--- src/rtl/svd_pkg.sv ---
// Package: shared constants and types for the supply voltage detector controller.
// Assumes a 4-bit register width; bit positions are decoded by software.
package svd_pkg;
    localparam int REG_W   = 4;
    localparam int EN_BIT  = 0;
    localparam int RES_BIT = 1;

    // Read selector produced by the address decoder.
    typedef enum logic [1:0] {
        RD_NONE = 2'd0,
        RD_CTRL = 2'd1,
        RD_DBG  = 2'd2
    } rd_sel_t;

    // Settle limit in clock cycles from clock rate and microseconds, at least 1.
    function automatic int unsigned settle_cycles(input int unsigned clk_hz,
                                                  input int unsigned settle_us);
        int unsigned c;
        c = (clk_hz / 1_000_000) * settle_us;
        return (c == 0) ? 1 : c;
    endfunction
endpackage

--- src/rtl/svd_sync.sv ---
// Module: multi-stage synchronizer for the asynchronous comparator flag.
// Assumes STAGES >= 2; output reflects input STAGES edges later; resets to 0.
module svd_sync #(
    parameter int STAGES = 2
) (
    input  logic clk,
    input  logic rst_n,
    input  logic d_i,
    output logic q_o
);
    logic [STAGES-1:0] chain_q;

    // Shift the asynchronous input through the flop chain.
    always_ff @(posedge clk) begin
        if (!rst_n) chain_q <= '0;
        else        chain_q <= {chain_q[STAGES-2:0], d_i};
    end

    assign q_o = chain_q[STAGES-1];
endmodule

--- src/rtl/svd_decode.sv ---
// Module: bus address/strobe decoder.
// Produces the control write qualifier, enable start/stop pulses and read select.
// Assumes single-cycle strobes; the current enable bit is fed back from the registers.
module svd_decode
    import svd_pkg::*;
#(
    parameter int ADDR_W    = 2,
    parameter int CTRL_ADDR = 0,
    parameter int DBG_ADDR  = 1
) (
    input  logic              bus_we,
    input  logic              bus_re,
    input  logic [ADDR_W-1:0] bus_addr,
    input  logic              wr_en_bit,
    input  logic              en_q,
    output logic              wr_ctrl,
    output logic              start_pulse,
    output logic              stop_pulse,
    output rd_sel_t           rd_sel
);
    localparam logic [ADDR_W-1:0] CTRL_A = ADDR_W'(CTRL_ADDR);
    localparam logic [ADDR_W-1:0] DBG_A  = ADDR_W'(DBG_ADDR);

    // Decode write qualifiers and enable edges.
    always_comb begin
        wr_ctrl     = bus_we && (bus_addr == CTRL_A);
        start_pulse = wr_ctrl &&  wr_en_bit && !en_q;
        stop_pulse  = wr_ctrl && !wr_en_bit &&  en_q;
    end

    // Decode the read target; unmatched addresses select nothing.
    always_comb begin
        if (!bus_re)                rd_sel = RD_NONE;
        else if (bus_addr == CTRL_A) rd_sel = RD_CTRL;
        else if (bus_addr == DBG_A)  rd_sel = RD_DBG;
        else                         rd_sel = RD_NONE;
    end
endmodule

--- src/rtl/svd_ontime.sv ---
// Module: saturating on-time counter.
// Loads 1 on the enabling edge (that cycle counts), counts up while running,
// saturates at LIMIT and holds while stopped. settled_o is high at saturation.
module svd_ontime #(
    parameter int unsigned LIMIT = 12500
) (
    input  logic clk,
    input  logic rst_n,
    input  logic start_i,
    input  logic run_i,
    output logic settled_o
);
    localparam int CNT_W = $clog2(LIMIT + 1);
    localparam logic [CNT_W-1:0] LIMIT_V = CNT_W'(LIMIT);
    localparam logic [CNT_W-1:0] ONE_V   = CNT_W'(1);

    logic [CNT_W-1:0] cnt_q;

    // Restart on enable, count while running, stop at the limit.
    always_ff @(posedge clk) begin
        if (!rst_n)                          cnt_q <= '0;
        else if (start_i)                    cnt_q <= ONE_V;
        else if (run_i && cnt_q != LIMIT_V)  cnt_q <= cnt_q + ONE_V;
    end

    assign settled_o = (cnt_q == LIMIT_V);

    // the count never passes the limit.
    p_cnt_bound_r8: assert property (@(posedge clk) disable iff (!rst_n)
        cnt_q <= LIMIT_V);
    // an enabling edge restarts the count at one.
    p_cnt_start_r8: assert property (@(posedge clk) disable iff (!rst_n)
        start_i |=> cnt_q == ONE_V);
    // a running, unsaturated count advances by exactly one.
    p_cnt_step_r8: assert property (@(posedge clk) disable iff (!rst_n)
        (run_i && !start_i && cnt_q != LIMIT_V) |=> cnt_q == $past(cnt_q) + ONE_V);
    // a stopped counter holds its value.
    p_cnt_hold_r8: assert property (@(posedge clk) disable iff (!rst_n)
        (!run_i && !start_i) |=> $stable(cnt_q));
endmodule

--- src/rtl/svd_regs.sv ---
// Module: enable bit, result latch, recorded settle flag and registered read port.
// Assumes the decoder gives one-cycle pulses; the capture uses the synchronized flag.
module svd_regs
    import svd_pkg::*;
(
    input  logic             clk,
    input  logic             rst_n,
    input  logic             wr_ctrl,
    input  logic [REG_W-1:0] wr_data,
    input  logic             stop_pulse,
    input  logic             cmp_sync,
    input  logic             cnt_settled,
    input  rd_sel_t          rd_sel,
    output logic             en_q,
    output logic [REG_W-1:0] rdata_q
);
    logic res_q;
    logic cap_settled_q;
    logic live_settled;
    logic [REG_W-1:0] rd_mux;

    // Enable bit follows every control write.
    always_ff @(posedge clk) begin
        if (!rst_n)       en_q <= 1'b0;
        else if (wr_ctrl) en_q <= wr_data[EN_BIT];
    end

    // Result and settle flag are loaded only on the disabling write.
    always_ff @(posedge clk) begin
        if (!rst_n) begin
            res_q         <= 1'b0;
            cap_settled_q <= 1'b0;
        end else if (stop_pulse) begin
            res_q         <= cmp_sync;
            cap_settled_q <= cnt_settled;
        end
    end

    assign live_settled = en_q && cnt_settled;

    // Select the addressed register; unused bits read zero.
    always_comb begin
        rd_mux = '0;
        case (rd_sel)
            RD_CTRL: begin
                rd_mux[EN_BIT]  = en_q;
                rd_mux[RES_BIT] = res_q;
            end
            RD_DBG: begin
                rd_mux[0] = cap_settled_q;
                rd_mux[1] = live_settled;
            end
            default: rd_mux = '0;
        endcase
    end

    // Register read data; zero when no read is taking place.
    always_ff @(posedge clk) begin
        if (!rst_n) rdata_q <= '0;
        else        rdata_q <= rd_mux;
    end

    // a control write sets the enable bit to the written bit 0.
    p_en_write_r1: assert property (@(posedge clk) disable iff (!rst_n)
        wr_ctrl |=> en_q == $past(wr_data[EN_BIT]));
    // the enable bit holds without a control write.
    p_en_hold_r1: assert property (@(posedge clk) disable iff (!rst_n)
        !wr_ctrl |=> $stable(en_q));
    // the disabling write loads the synchronized flag.
    p_res_capture_r3: assert property (@(posedge clk) disable iff (!rst_n)
        stop_pulse |=> res_q == $past(cmp_sync));
    // the result changes only on a disabling write.
    p_res_hold_r4: assert property (@(posedge clk) disable iff (!rst_n)
        !stop_pulse |=> $stable(res_q));
    // writing the upper bits without disabling leaves the result alone.
    p_wr_ignored_r2: assert property (@(posedge clk) disable iff (!rst_n)
        (wr_ctrl && !stop_pulse && (wr_data[RES_BIT] || (|wr_data[REG_W-1:2])))
        |=> $stable(res_q));
    // the recorded settle flag matches the counter at the disabling write.
    p_settle_cap_r9: assert property (@(posedge clk) disable iff (!rst_n)
        stop_pulse |=> cap_settled_q == $past(cnt_settled));
    // the upper read bits are always zero.
    p_unused_zero_r6: assert property (@(posedge clk) disable iff (!rst_n)
        rdata_q[REG_W-1:2] == '0);
    // without a selected read the next read data is zero.
    p_idle_read_r7: assert property (@(posedge clk) disable iff (!rst_n)
        (rd_sel == RD_NONE) |=> rdata_q == '0);
endmodule

--- src/rtl/svd_ctrl.sv ---
// Module: supply voltage detector controller top.
// One control register (enable, result) and one debug register (settle flags).
// Assumes a single clock, synchronous active-low reset and an asynchronous
// comparator flag; the enable output drives the comparator directly.
module svd_ctrl
    import svd_pkg::*;
#(
    parameter int unsigned CLK_HZ      = 125_000_000,
    parameter int unsigned SETTLE_US   = 100,
    parameter int          ADDR_W      = 2,
    parameter int          CTRL_ADDR   = 0,
    parameter int          DBG_ADDR    = 1,
    parameter int          SYNC_STAGES = 2
) (
    input  logic              clk,
    input  logic              rst_n,
    input  logic [ADDR_W-1:0] bus_addr,
    input  logic [REG_W-1:0]  bus_wdata,
    input  logic              bus_we,
    input  logic              bus_re,
    output logic [REG_W-1:0]  bus_rdata,
    input  logic              cmp_low_i,
    output logic              cmp_en_o
);
    localparam int unsigned LIMIT = settle_cycles(CLK_HZ, SETTLE_US);

    logic    en_q;
    logic    wr_ctrl;
    logic    start_pulse;
    logic    stop_pulse;
    logic    cmp_sync;
    logic    cnt_settled;
    rd_sel_t rd_sel;

    svd_decode #(
        .ADDR_W    (ADDR_W),
        .CTRL_ADDR (CTRL_ADDR),
        .DBG_ADDR  (DBG_ADDR)
    ) u_decode (
        .bus_we      (bus_we),
        .bus_re      (bus_re),
        .bus_addr    (bus_addr),
        .wr_en_bit   (bus_wdata[EN_BIT]),
        .en_q        (en_q),
        .wr_ctrl     (wr_ctrl),
        .start_pulse (start_pulse),
        .stop_pulse  (stop_pulse),
        .rd_sel      (rd_sel)
    );

    svd_sync #(.STAGES(SYNC_STAGES)) u_sync (
        .clk   (clk),
        .rst_n (rst_n),
        .d_i   (cmp_low_i),
        .q_o   (cmp_sync)
    );

    svd_ontime #(.LIMIT(LIMIT)) u_ontime (
        .clk       (clk),
        .rst_n     (rst_n),
        .start_i   (start_pulse),
        .run_i     (en_q),
        .settled_o (cnt_settled)
    );

    svd_regs u_regs (
        .clk         (clk),
        .rst_n       (rst_n),
        .wr_ctrl     (wr_ctrl),
        .wr_data     (bus_wdata),
        .stop_pulse  (stop_pulse),
        .cmp_sync    (cmp_sync),
        .cnt_settled (cnt_settled),
        .rd_sel      (rd_sel),
        .en_q        (en_q),
        .rdata_q     (bus_rdata)
    );

    assign cmp_en_o = en_q;

    // the comparator is enabled one edge after an enabling write.
    p_cmp_on_r1: assert property (@(posedge clk) disable iff (!rst_n)
        (bus_we && bus_addr == ADDR_W'(CTRL_ADDR) && bus_wdata[EN_BIT]) |=> cmp_en_o);
endmodule

--- config.mk ---
export PLATFORM = sky130hd
export DESIGN_NAME = svd_ctrl
export DESIGN_NICKNAME = d
export VERILOG_FILES = /design/src/rtl/svd_pkg.sv /design/src/rtl/svd_sync.sv /design/src/rtl/svd_decode.sv /design/src/rtl/svd_ontime.sv /design/src/rtl/svd_regs.sv /design/src/rtl/svd_ctrl.sv
export SDC_FILE = /design/constraint.sdc
export NUM_CORES = 1
export LEC_CHECK = 0
export BUFFER_PORTS_ARGS = -buffer_cell sky130_fd_sc_hd__buf_2
export CAP_MARGIN = 0
export CORE_UTILIZATION = 53
export CTS_CLUSTER_DIAMETER = 120
export DETAILED_ROUTE_END_ITERATION = 16
export GPL_ROUTABILITY_DRIVEN = 0
export HOLD_SLACK_MARGIN = 0.05
export PLACE_DENSITY = 0.75
export SETUP_SLACK_MARGIN = 0.3
export SYNTH_ARGS = -nofsm -noshare
export SYNTH_HDL_FRONTEND = slang
export SYNTH_SLANG_ARGS = --single-unit
--- constraint.sdc ---
create_clock -name clk -period 4.9 [get_ports clk]
set_input_delay 0.49 -clock clk [delete_from_list [all_inputs] [get_ports clk]]
set_output_delay 0.49 -clock clk [all_outputs]
set_load 0.005 [all_outputs]
# Word level (Yosys, flattened, before mapping)
# Cells that the tools add are included.
dict set report word_totals {
  regBits 23
  in_bits 11
  output_inout_bits 5
  word_cells 33
}
dict set report op_classes {
  n_addsub 1
  n_eq_ne 5
  n_mux 6
  bitwise 1
  reduce_logical 12
}
# operator count
set ops {}
lappend ops {{adder 14 x 1 -> 14 bit (second input constant)} 1}
lappend ops {{equality test 14 bit (second input constant)} 1}
lappend ops {{inequality test 14 bit (second input constant)} 1}
lappend ops {{logical AND 1 bit} 7}
lappend ops {{two-way mux 2 bit} 3}
lappend ops {{equality test 2 x 1 -> 1 bit (second input constant)} 2}
lappend ops {{case mux 2 bit (2 select lines)} 1}
lappend ops {{equality test 2 bit (second input constant)} 1}
lappend ops {{logical NOT 1 bit} 2}
lappend ops {{logical NOT 2 bit} 1}
lappend ops {{two-way mux 1 bit} 2}
lappend ops {{nonzero test 2 bit} 1}
lappend ops {{OR reduction 2 bit} 1}
lappend ops {{inverter 1 bit} 1}

# Depth between registers and ports, before layout
dict set report depth {
  word_depth 6
  mapped_depth 7
  depth_no_buf 6
}

# Hierarchy
# From an unflattened synthesis, not the netlist that was laid out.
dict set report hier_totals {
  cells_unflattened 116
  hier_area_um2 1048.5
}
# module instances cells_per_inst area_per_inst_um2 seq_area_each_um2
set by_module_without_submodules {}
lappend by_module_without_submodules {svd_ontime 1 82 713.2 280.3}
lappend by_module_without_submodules {svd_regs 1 23 230.2 100.1}
lappend by_module_without_submodules {svd_decode 1 7 52.6 0.0}
lappend by_module_without_submodules {svd_sync 1 4 52.6 40.0}

# Worst setup path before layout
# No wires, ideal clock.
dict set report synth_timing {
  path_type {register to register}
  startpoint {reg u_ontime.cnt_q[8]}
  endpoint {reg u_regs.rdata_q[1]}
  setup_ns 0.073
  t_arrival_ns 1.492
  t_required_ns 4.827
  slack_ns 3.336
  stages_incl_launch_ff 6
  path_buffers 1
  synth_period_minus_slack_ns 1.564
  path_cell_list {dfxtp_1 or4b_1 nor4_2 buf_4 a32oi_1 nor3b_2}
}
dict set report synth_between {
  elab_chain_cells 3
}
# element line_no
set synth_lines {}
lappend synth_lines {{start: declaration} svd_ontime.sv:17} ;# logic [CNT_W-1:0] cnt_q;
lappend synth_lines {{start signal: assignment} svd_ontime.sv:23} ;# else if (run_i && cnt_q != LIMIT_V) cnt_q <= cnt_q + ONE_V;
lappend synth_lines {{equality test 14 bit} svd_ontime.sv:26} ;# assign settled_o = (cnt_q == LIMIT_V);
lappend synth_lines {{logical AND 1 bit} svd_regs.sv:39} ;# assign live_settled = en_q && cnt_settled;
lappend synth_lines {{case mux 2 bit (2 select lines)} svd_regs.sv:44} ;# case (rd_sel)
lappend synth_lines {{end signal: assignment} svd_regs.sv:60} ;# else rdata_q <= rd_mux;
lappend synth_lines {{end: declaration} svd_regs.sv:15} ;# output logic [REG_W-1:0] rdata_q
# No other way between the ends.
# A chain may end at the register's enable or synchronous reset.

# Worst setup path after layout
dict set report layout_timing {
  startpoint {reg u_ontime.cnt_q[2]}
  endpoint {reg u_regs.rdata_q[1]}
}
# Same word-level chain as after synthesis.

==> results_dict.tcl <==
set metrics [dict create \
    cts_tree "built" \
    outcome "finished clean" \
    io_pins 16 \
    remaining_drc_errors 0 \
    root_buffer "clkbuf_4" \
    synth.top_cell.area_share 0.4138 \
    yosys-top-cells-area "dfxtp_1, xnor2_1, ha_1, a21oi_1, or3_1" \
    ant_nets 0 \
    cp_cell_sequence "or4b_1, nor4_2, a32oi_1, nor3b_2" \
    cellPowerDensity_nw_per_um2 248.4 \
    cp_top_family "simple AND/OR/NAND/NOR gates" \
    cts_made_buffers 3 \
    holdWs_ns 0.3807 \
    die_w_um 45.78 \
    finalSetupViolCount 0 \
    yosys_warnings 0 \
    skew_ns 0.001384 \
    placed_cell_area_um2 1070 \
    synth_cell_type_count 36 \
    synth_area_um2 1016 \
    synth_flop_cell "dfxtp_1" \
    grt_overflow 0 \
    h-tree-depth 1 \
    synthCells 113 \
    cp-start-kind "register" \
    required_ns 5.14 \
    critPathCaptureType "register" \
    final-hold-violation-count 0 \
    antenna_found_initial 0 \
    die-area_um2 2096 \
    clock_latency_ns 0.31 \
    insertedDiodeCount 0 \
    synth-edff-count 0 \
    timing.final.crit_share 0.4309 \
    drtPass1Iterations 4 \
    synthArstFlopShare 0 \
    fin_tns_setup_ns 0 \
    fin_crit_ns 2.112 \
    ys_seq_elements 21 \
    grt_max_degree 14 \
    start_util 0.5759 \
    cp.arrival_ns 2.36 \
    grt_pass1_vias 705 \
    grt.total_usage 0.2152 \
    core_um2 1764 \
    ctsHoldBuffers 0 \
    vias 816 \
    clkTransAtPathRegs_ns 0.11 \
    cts_sinks 21 \
    maxCapViolations 0 \
    nets 139 \
    seq_area_frac_synth 0.4138 \
    grt_setup_unrepaired "no" \
    syn_to_final_growth_pct 7.882 \
    clockBufferDepth 2 \
    cts_resized 0 \
    post_cts_buffers 0 \
    post-route-util 0.6213 \
    critPathBufInv 0 \
    tightest_slew_ns 0.8285 \
    fmax_ghz 0.4736 \
    wirelength_um 1837 \
    leakage_uw 0.0003872 \
    min_path_type "in2reg" \
    max_slew_margin 0.4431 \
    ir_drop_uv 187.1 \
    critPathSlowestCell "nor4_2" \
    dp_hpwl_um 1351 \
    n_fill_cell 179 \
    synth_top_cell_by_area "dfxtp_1" \
    slowest_delay_ns 0.71 \
    final_layout_size_suffix_gt1_frac 0.1382 \
    crit_type "reg2reg" \
    drv_slew 0 \
    avgRoutedWirePerCell_um 12.41 \
    rows 15 \
    fin_area_um2 1096 \
    drtIter0Drc 8 \
    crit_path_max_fanout 11 \
    syn_avg_cell_area_um2 8.991 \
    via_per_inst 5.514 \
    die_h_um 45.78 \
    grt_pass1_wl_um 3146 \
    portBuffers 10 \
]
==> metrics by stage <==
| stage | cells | total power [µW] | setup WS [ns] |
|---|---|---|---|
| finish | 148 | 272.3 | 2.788 |
| global route | 148 | 282.2 | 2.620 |
| CTS | 148 | 276.3 | 2.764 |
| detailed placement | 144 | 192.6 | 2.790 |
| global placement | 144 | 191.5 | 2.851 |
| floorplan | 114 | 187.5 | 3.336 |
==> cell usage in the layout, fill, tap and decap left out, types with 2 or more instances in the layout <==
cell / count
nand3b_1: 3
xnor2_1: 7
or3_1: 5
nand3_1: 3
inv_1: 6
a21oi_1: 8
conb_1: 2
and2_1: 2
dfxtp_1: 21
buf_2: 10
ha_1: 4
nor2b_1: 2
nand4_1: 4
nand2_1: 5
mux2i_1: 2
nor3_1: 4
nor2_1: 8
o21ai_0: 6
nor4_1: 2
clkbuf_4: 3
==> metal layers <==
layer / vias up / track usage / wire (µm)
met1: 384 / 0.2882 / 908
li1: 418 / - / -
met2: 9 / 0.3257 / 847
met4: 0 / 0.1059 / 46
met3: 5 / 0.04762 / 35
met5: - / 0 / 0
==> sequential cells by signal, summed over array words and instances, names as in the netlist <==
name / count
u_ontime.cnt_q: 14
u_regs.cap_settled_q: 1
u_sync.chain_q: 2
u_regs.en_q: 1
u_regs.rdata_q: 2
u_regs.res_q: 1
==> logic make-up (layout without fill, tap and decap cells) <==
| group | Yosys count | after routing | share of synthesized area |
|---|---|---|---|
| DFF | 21 | 21 | 0.4138 |
| muxes | 2 | 2 | 0.01971 |
| adders and majority gates | 4 | 4 | 0.04926 |
| buffers and inverters | 11 | 20 | 0.05294 |
| and+or+nand+nor | 47 | 47 | 0.2820 |
| xor gates and xnor gates | 8 | 8 | 0.06897 |
| other | 1 | 2 | 0.003691 |
| AOI/OAI and AO/OA | 19 | 19 | 0.1096 |
==> where the power goes <==
| group | switching, µW | total, µW | internal (µW) |
|---|---|---|---|
| Clock | 52.1 | 83.9 | 31.8 |
| Combinational | 7.92 | 14.3 | 6.42 |
| Sequential | 1.80 | 174 | 172 |
| Total | 61.8 | 272 | 211 |
==> synth_stat cells (all sizes together), types with 5 or more instances <==
master	count
xnor2	7
nand2	5
inv	6
o21ai	6
a21oi	8
dfxtp	21
nor2	8
or3	5
==> layout make-up <==
cell class                 instances  area, µm²  area share
clock buffer                       4      26.28     0.02397
inverter                           6      22.52     0.02055
multi-input combinational         82      545.5      0.4977
sequential                        21      420.4      0.3836
tap                               25      31.28     0.02854
timing repair buffer              10      50.05     0.04566
==> worst paths after layout <==
check / startpoint / end / slack, ns / cells past startpoint
setup / recovery: u_ontime.cnt_q[2]$_SDFFE_PP0P_ / u_regs.rdata_q[1]$_SDFF_PN0_ / 2.79 / 4
hold reg to reg: u_sync.chain_q[0]$_SDFF_PN0_ / u_sync.chain_q[1]$_SDFF_PN0_ / 0.46 / 1
setup reg to reg: u_ontime.cnt_q[2]$_SDFFE_PP0P_ / u_regs.rdata_q[1]$_SDFF_PN0_ / 2.79 / 4
hold / removal: cmp_low_i / u_sync.chain_q[0]$_SDFF_PN0_ / 0.38 / 2
Power figures use the tool's default switching activity.
